[src/rtl/pwr_domain_pkg.sv]
package pwr_domain_pkg;
    timeunit 1ns;
    timeprecision 1ps;

    // Power level code, shared by the target and the status fields
    typedef enum logic [1:0] {
        PS_OFF    = 2'd0,
        PS_RET    = 2'd1,
        PS_IDLE   = 2'd2,
        PS_ACTIVE = 2'd3
    } pstate_e;

    typedef enum logic {
        SEQ_STEADY = 1'b0,
        SEQ_SWITCH = 1'b1
    } seq_e;

    localparam logic [1:0] BANK_OFF  = 2'd0;
    localparam logic [1:0] BANK_KEEP = 2'd1;
    localparam logic [1:0] BANK_ON   = 2'd3;

    localparam int CTRL_OFS = 0;
    localparam int STAT_OFS = 4;

    // control word fields
    localparam int F_TARGET_LSB   = 0;
    localparam int F_LOGICRET_BIT = 2;
    localparam int F_DEEPER_BIT   = 4;
    localparam int F_RET_LSB      = 8;
    localparam int F_ONLVL_LSB    = 16;
    // status word fields
    localparam int F_CUR_LSB      = 0;
    localparam int F_LOGIC_BIT    = 2;
    localparam int F_BANK_LSB     = 4;
    localparam int F_BUSY_BIT     = 20;
    localparam int F_LAST_LSB     = 24;

    function automatic logic is_awake(input pstate_e s);
        return s[1];
    endfunction

    // Level the domain should settle at
    function automatic pstate_e pick_goal(input logic active, input pstate_e target,
                                          input pstate_e cur, input logic deeper);
        pstate_e g;
        if (active)
            g = PS_ACTIVE;
        else if (is_awake(cur))
            g = (target == PS_ACTIVE) ? PS_IDLE : target;
        else if (deeper && (target < cur))
            g = target;
        else
            g = cur;
        return g;
    endfunction
endpackage

[src/rtl/pwr_domain_ctrl_regs.sv]
module pwr_domain_ctrl_regs
    import pwr_domain_pkg::*;
#(
    parameter int                   NUM_BANKS   = 4,
    parameter logic [NUM_BANKS-1:0] RO_RET_MASK = NUM_BANKS'(1) << (NUM_BANKS - 1)
) (
    input  logic                 clk,
    input  logic                 cold_rst_n,
    input  logic                 warm_rst_n,
    input  logic                 wr_en,
    input  logic [1:0]           tgt_wr,
    input  logic                 deeper_wr,
    input  logic [NUM_BANKS-1:0] ret_wr,
    input  logic                 awake,
    input  logic                 commit,
    output pstate_e              target_o,
    output logic                 deeper_o,
    output logic [NUM_BANKS-1:0] ret_o
);
    timeunit 1ns;
    timeprecision 1ps;

    logic ctrl_rst_n;
    assign ctrl_rst_n = cold_rst_n & warm_rst_n;

    always_ff @(posedge clk or negedge ctrl_rst_n) begin
        if (!ctrl_rst_n) begin
            target_o <= PS_ACTIVE;
        end else if (wr_en) begin
            target_o <= pstate_e'(tgt_wr);
        end
    end

    // clear on commit or while powered wins over a write
    always_ff @(posedge clk or negedge ctrl_rst_n) begin
        if (!ctrl_rst_n) begin
            deeper_o <= 1'b0;
        end else if (commit || awake) begin
            deeper_o <= 1'b0;
        end else if (wr_en) begin
            deeper_o <= deeper_wr;
        end
    end

    for (genvar b = 0; b < NUM_BANKS; b++) begin : g_ret
        if (RO_RET_MASK[b]) begin : g_fixed
            logic unused_bit;
            assign unused_bit = ret_wr[b];
            assign ret_o[b]   = 1'b0;
        end else begin : g_rw
            logic ret_q;
            always_ff @(posedge clk or negedge ctrl_rst_n) begin
                if (!ctrl_rst_n) begin
                    ret_q <= 1'b0;
                end else if (wr_en) begin
                    ret_q <= ret_wr[b];
                end
            end
            assign ret_o[b] = ret_q;
        end
    end
endmodule

[src/rtl/pwr_domain_seq.sv]
module pwr_domain_seq
    import pwr_domain_pkg::*;
#(
    parameter int NUM_BANKS    = 4,
    parameter int TRANS_CYCLES = 4
) (
    input  logic                   clk,
    input  logic                   cold_rst_n,
    input  logic                   dom_active,
    input  pstate_e                target,
    input  logic                   deeper,
    input  logic [NUM_BANKS-1:0]   ret,
    input  logic                   last_wr,
    input  logic [1:0]             last_wdata,
    output pstate_e                state_o,
    output logic [2*NUM_BANKS-1:0] bank_st_o,
    output logic                   logic_on_o,
    output logic                   busy_o,
    output pstate_e                last_o,
    output logic                   commit_o
);
    timeunit 1ns;
    timeprecision 1ps;

    localparam int              CNT_W   = (TRANS_CYCLES > 1) ? $clog2(TRANS_CYCLES) : 1;
    localparam logic [CNT_W-1:0] CNT_END = CNT_W'(TRANS_CYCLES - 1);

    seq_e                   seq_q, seq_d;
    logic [CNT_W-1:0]       cnt_q, cnt_d;
    pstate_e                dest_q, dest_d;
    pstate_e                goal;
    logic [2*NUM_BANKS-1:0] bank_next;

    assign goal   = pick_goal(dom_active, target, state_o, deeper);
    assign busy_o = (seq_q == SEQ_SWITCH);

    // next-state and strobe process
    always_comb begin
        seq_d    = seq_q;
        cnt_d    = cnt_q;
        dest_d   = dest_q;
        commit_o = 1'b0;
        unique case (seq_q)
            SEQ_STEADY: begin
                if (goal != state_o) begin
                    seq_d  = SEQ_SWITCH;
                    cnt_d  = '0;
                    dest_d = goal;
                end
            end
            SEQ_SWITCH: begin
                if (cnt_q == CNT_END) begin
                    seq_d    = SEQ_STEADY;
                    commit_o = 1'b1;
                end else begin
                    cnt_d = cnt_q + 1'b1;
                end
            end
            default: seq_d = SEQ_STEADY;
        endcase
    end

    for (genvar b = 0; b < NUM_BANKS; b++) begin : g_bank
        assign bank_next[2*b +: 2] = (dest_q == PS_OFF) ? BANK_OFF :
                                     (dest_q == PS_RET) ? (ret[b] ? BANK_KEEP : BANK_OFF) :
                                                          BANK_ON;
    end

    // state register process, cold reset only
    always_ff @(posedge clk or negedge cold_rst_n) begin
        if (!cold_rst_n) begin
            seq_q      <= SEQ_STEADY;
            cnt_q      <= '0;
            dest_q     <= PS_ACTIVE;
            state_o    <= PS_ACTIVE;
            bank_st_o  <= {NUM_BANKS{BANK_ON}};
            logic_on_o <= 1'b1;
            last_o     <= PS_ACTIVE;
        end else begin
            seq_q  <= seq_d;
            cnt_q  <= cnt_d;
            dest_q <= dest_d;
            if (commit_o) begin
                state_o    <= dest_q;
                bank_st_o  <= bank_next;
                logic_on_o <= is_awake(dest_q);
                last_o     <= dest_q;
            end else if (last_wr && (last_wdata == 2'b11)) begin
                last_o <= PS_ACTIVE;
            end
        end
    end
endmodule

[src/rtl/pwr_domain_ctrl.sv]
module pwr_domain_ctrl
    import pwr_domain_pkg::*;
#(
    parameter int                   NUM_BANKS    = 4,
    parameter int                   TRANS_CYCLES = 4,
    parameter int                   ADDR_W       = 4,
    parameter logic [NUM_BANKS-1:0] RO_RET_MASK  = NUM_BANKS'(1) << (NUM_BANKS - 1)
) (
    input  logic              clk,
    input  logic              cold_rst_n,
    input  logic              warm_rst_n,
    input  logic              bus_wr,
    input  logic [ADDR_W-1:0] bus_addr,
    input  logic [31:0]       bus_wdata,
    output logic [31:0]       bus_rdata,
    input  logic              dom_active,
    output logic [1:0]        pwr_state_o,
    output logic              in_trans_o
);
    timeunit 1ns;
    timeprecision 1ps;

    localparam logic [ADDR_W-1:0] A_CTRL = ADDR_W'(CTRL_OFS);
    localparam logic [ADDR_W-1:0] A_STAT = ADDR_W'(STAT_OFS);

    logic                   sel_ctrl, sel_stat, wr_ctrl, wr_stat;
    pstate_e                target_q, cur_state, last_state;
    logic                   deeper_q, logic_on, busy, commit;
    logic [NUM_BANKS-1:0]   ret_q;
    logic [2*NUM_BANKS-1:0] bank_st;
    logic                   unused_wbits;

    assign sel_ctrl     = (bus_addr == A_CTRL);
    assign sel_stat     = (bus_addr == A_STAT);
    assign wr_ctrl      = bus_wr && sel_ctrl;
    assign wr_stat      = bus_wr && sel_stat;
    assign unused_wbits = ^bus_wdata;

    pwr_domain_ctrl_regs #(
        .NUM_BANKS  (NUM_BANKS),
        .RO_RET_MASK(RO_RET_MASK)
    ) regs_i (
        .clk       (clk),
        .cold_rst_n(cold_rst_n),
        .warm_rst_n(warm_rst_n),
        .wr_en     (wr_ctrl),
        .tgt_wr    (bus_wdata[F_TARGET_LSB +: 2]),
        .deeper_wr (bus_wdata[F_DEEPER_BIT]),
        .ret_wr    (bus_wdata[F_RET_LSB +: NUM_BANKS]),
        .awake     (is_awake(cur_state)),
        .commit    (commit),
        .target_o  (target_q),
        .deeper_o  (deeper_q),
        .ret_o     (ret_q)
    );

    pwr_domain_seq #(
        .NUM_BANKS   (NUM_BANKS),
        .TRANS_CYCLES(TRANS_CYCLES)
    ) seq_i (
        .clk       (clk),
        .cold_rst_n(cold_rst_n),
        .dom_active(dom_active),
        .target    (target_q),
        .deeper    (deeper_q),
        .ret       (ret_q),
        .last_wr   (wr_stat),
        .last_wdata(bus_wdata[F_LAST_LSB +: 2]),
        .state_o   (cur_state),
        .bank_st_o (bank_st),
        .logic_on_o(logic_on),
        .busy_o    (busy),
        .last_o    (last_state),
        .commit_o  (commit)
    );

    assign pwr_state_o = cur_state;
    assign in_trans_o  = busy;

    always_comb begin
        bus_rdata = '0;
        if (sel_ctrl) begin
            bus_rdata[F_TARGET_LSB +: 2]  = target_q;
            bus_rdata[F_LOGICRET_BIT]     = 1'b0;
            bus_rdata[F_DEEPER_BIT]       = deeper_q;
            for (int b = 0; b < NUM_BANKS; b++) begin
                bus_rdata[F_RET_LSB + b]         = ret_q[b];
                bus_rdata[F_ONLVL_LSB + 2*b +: 2] = BANK_ON;
            end
        end else if (sel_stat) begin
            bus_rdata[F_CUR_LSB +: 2]             = cur_state;
            bus_rdata[F_LOGIC_BIT]                = logic_on;
            bus_rdata[F_BANK_LSB +: 2*NUM_BANKS]  = bank_st;
            bus_rdata[F_BUSY_BIT]                 = busy;
            bus_rdata[F_LAST_LSB +: 2]            = last_state;
        end
    end
endmodule

[config.mk]
export PLATFORM = sky130hd
export DESIGN_NAME = pwr_domain_ctrl
export DESIGN_NICKNAME = d
export VERILOG_FILES = /design/src/rtl/pwr_domain_pkg.sv /design/src/rtl/pwr_domain_ctrl_regs.sv /design/src/rtl/pwr_domain_seq.sv /design/src/rtl/pwr_domain_ctrl.sv
export SDC_FILE = /design/constraint.sdc
export NUM_CORES = 1
export LEC_CHECK = 0
export ABC_AREA = 1
export BUFFER_PORTS_ARGS = -buffer_cell sky130_fd_sc_hd__buf_2
export CAP_MARGIN = 15
export CORE_MARGIN = 2
export CORE_UTILIZATION = 35
export CTS_BUF_LIST = sky130_fd_sc_hd__clkbuf_8
export DETAILED_ROUTE_END_ITERATION = 10
export PLACE_DENSITY = 0.68
export SLEW_MARGIN = 10
export SYNTH_ARGS = -nofsm -noshare
export SYNTH_HDL_FRONTEND = slang
export SYNTH_SLANG_ARGS = --single-unit
[constraint.sdc]
create_clock -name clk -period 3.9 [get_ports clk]
set_clock_uncertainty 0.05 [all_clocks]
set_input_delay 0.78 -clock clk [delete_from_list [all_inputs] [get_ports clk]]
set_output_delay 0.78 -clock clk [all_outputs]
set_load 0.02 [all_outputs]
==> reports/qor.yml <==
status: "finished, final reports clean"
gp_congestion: 0.822
timing.final.hold_violations: 0
final_min_period_over_clock_period_pct: 69.2
reg2reg_from: "seq_i.logic_on_o"
utilization_pct: 41.5
cts_resized: 0
start_kind: "input pin"
drv_slew: 0
aggregate_routed_wire_length_um: 2360
first_pass_iters: 4
cellLeakagePower_nw: 0.785
power.density_cell_area_mw_per_mm2: 604
nets: 221
dieArea_mm2: 0.00391
viasPerCell: 4.39
core_mm2: 0.00331
critPathArrivalTime_ns: 1.87
timing.critical_path.cells: "buf_2 -> nor3_2 -> nand2_1 -> o22ai_1 -> buf_2"
timing_worst_setup_path_type: "input pin to primary output"
grtUsageTotal_pct: 13.7
antenna_cells_inserted: 0
worst_setup_ep_type: "primary output"
power.combinational.fraction_pct: 39.9
cts.reportedPaths.clkPinSlew_ns: 0.07
ys_seq_elements: 19
worst_r2r_path_depth: 11
maximum_single_stage_delay_on_the_critical_path_ns: 0.29
row_count: 21
final_layout_size_suffix_gt1_share_pct: 41.8
syn_area_per_cell_um2: 8.22
worst_path_max_delay_cell: "nand2_1"
clk-insertion-delay-late_ns: 0.26
portion_of_the_post_synthesis_area_used_by_sequential_elements_pct: 40.9
place.port_buffers: 40
max_cap_viol_count: 0
syn_area_mm2: 0.00120
post_cts.repair.setup_buffers: 0
pin_count_of_the_biggest_net_entering_global_routing: 15
final_area_mm2: 0.00138
post_drt_wl_per_cell_um: 10.6
ant_nets: 0
critical_path_peak_fanout: 12
detailed_place_hpwl_um: 1850
n_fill_cell: 363
die_extent_in_x_um: 62.6
worst-path-buf-inv: 2
gr-total-overflow: 0
die_height_um: 62.6
synthDominantCellAreaShare_pct: 26.3
drt_iter0_markers: 10
grt_antenna_before_repair: 0
cts_buffers: 3
worst_path_dominant_cell_family: "simple AND/OR/NAND/NOR gates"
seq_power_share_pct: 43.4
hold_buf_cts: 0
total_switching_power_w: 0.000326
vias: 979
timing.rr.end: "seq_i.cnt_q[1]"
power.internal_w: 0.000504
drt_drc_violations_left: 0
pre_cts_slack_ns: 1.18
critical-path-top-cell-by-count: "buf_2"
clk_path_buf_depth: 2
timing.critical_path.required_ns: 3.07
cts_tree: "done"
synth-warning-count: 0
worstHoldPathType: "input pin to asynchronous set/reset pin"
post-synth-top-area-cell: "dfstp_2"
grt_pass1_vias: 947
achievable-frequency_ghz: 0.371
swShare_pct: 39.3
start_util_pct: 36.2
detailed_place.area_mm2: 0.00133
worst_path_setup_slack_after_routing_ns: 1.20
synthesis.instances: 146
finalWorstPathRequiredPeriod_ns: 2.70
ys_types: 27
regToRegSetupSlack_ns: 2.01
setup_violations: 0
ctsRootBufferMaster: "clkbuf_8"
irDropWorstVdd_mv: 0.146
total_negative_setup_slacks_ns: 0
cts_htree_levels: 1
share_clk_of_total_power_pct: 16.7
ios: 76
main_area_contributors_after_synthesis: "dfstp_2 (26%), dfrtp_1 (15%), buf_4 (13%)"
grt_first_pass_wirelength_um: 4140
rsz_0062_raised_after_global_routing: "false"
growth_of_design_area_from_synthesis_to_finish_pct: 14.6
clock-sinks: 19
## worst reg2reg max path, cell delays in order, from the launching register on
cell      delay [ns]
dfstp_2         0.59
inv_2           0.09
ha_1            0.26
nor2_8          0.13
nand3_1         0.09
nand3_2         0.09
nand2_1         0.07
nand2_1         0.07
nand2_2         0.06
o21bai_4        0.18
nand3_1         0.09
nand2_1         0.06
## cells by family (layout without fill, tap and decap cells)
group	after synthesis	after routing	share of synthesized area [%]
AOI/OAI and AO/OA	23	23	13.1
adders and majority gates	2	2	2.09
buffers and inverters	48	69	21.7
DFF	19	19	40.9
other	1	11	0.313
and+or+nand+nor	53	53	21.9
## metrics by stage
stage,hold WS (ns),total power (W),std cells
global placement,0.408,0.000691,219
detailed placement,0.411,0.000700,219
CTS,0.354,0.000842,223
finish,0.349,0.000830,223
floorplan,0.401,0.000633,156
global route,0.360,0.000907,223
## state kept, by name, summed over array words and instances (netlist names)
register and cells:
regs_i.deeper_o 1, regs_i.g_ret.g_rw.ret_q 3, regs_i.target_o 2, seq_i.bank_st_o 4, seq_i.busy_o 1, seq_i.cnt_q 2, seq_i.dest_q 2, seq_i.last_o 2
seq_i.logic_on_o 1, seq_i.state_o 1
## worst max path at each step
stage,startpoint,to,depth (start not counted)
floorplan,bus_addr[3],bus_rdata[11],5
global placement,bus_addr[3],bus_rdata[10],5
detailed placement,bus_addr[3],bus_rdata[10],5
CTS,bus_addr[3],bus_rdata[10],5
global route,bus_addr[3],bus_rdata[10],5
finish,bus_addr[3],bus_rdata[10],5
## routing by layer
metal,wire [µm],track usage [%],up-vias
li1,-,-,497
met1,1020,15.9,436
met2,1080,22.0,41
met3,196,4.50,5
met4,55,7.78,0
met5,0,0,-
## cell usage after synthesis
cell	count
nand2_1	24
buf_4	21
inv_1	17
dfstp_2	12
nor2_1	11
dfrtp_1	7
inv_2	7
nand3_1	7
o22ai_1	6
a21oi_1	5
nand2_2	5
o21ai_1	4
o21ai_0	3
o221ai_1	3
ha_1	2
a2111oi_2	1
buf_2	1
clkbuf_1	1
clkinv_1	1
conb_1	1
nand3_2	1
nand3b_1	1
nand4_1	1
nor2_4	1
nor2_8	1
nor3_2	1
o21bai_4	1
## cells in the final DEF (no fill, tap or decap), types with 2 or more instances in the layout
cell,Yosys,layout
inv_1,17,17
inv_2,7,7
o21ai_0,3,3
o21ai_1,4,4
conb_1,1,11
nor2_1,11,11
nand3_1,7,7
a21oi_1,5,5
buf_2,1,40
o221ai_1,3,3
nand2_2,5,5
clkbuf_8,0,3
ha_1,2,2
nand2_1,24,24
o22ai_1,6,6
dfrtp_1,7,7
dfstp_2,12,12
## power by group through the flow
stage	combinational, W	sequential (W)	clock, W
global placement	0.000330	0.000361	0
finish	0.000331	0.000360	0.000139
CTS	0.000337	0.000361	0.000144
floorplan	0.000271	0.000363	0
detailed placement	0.000335	0.000365	0
global route	0.000384	0.000373	0.000151
## cell type report
cell class / instances / area (µm²) / area share, %
Clock buffer: 3 / 41.3 / 3.00
Timing Repair Buffer: 40 / 200 / 14.6
Clock inverter: 1 / 5.00 / 0.364
Multi-Input combinational cell: 89 / 487 / 35.4
Inverter: 25 / 93.8 / 6.82
Sequential cell: 19 / 490 / 35.7
Tap cell: 46 / 57.6 / 4.19
Note: power is estimated with default switching activity, not from simulation.
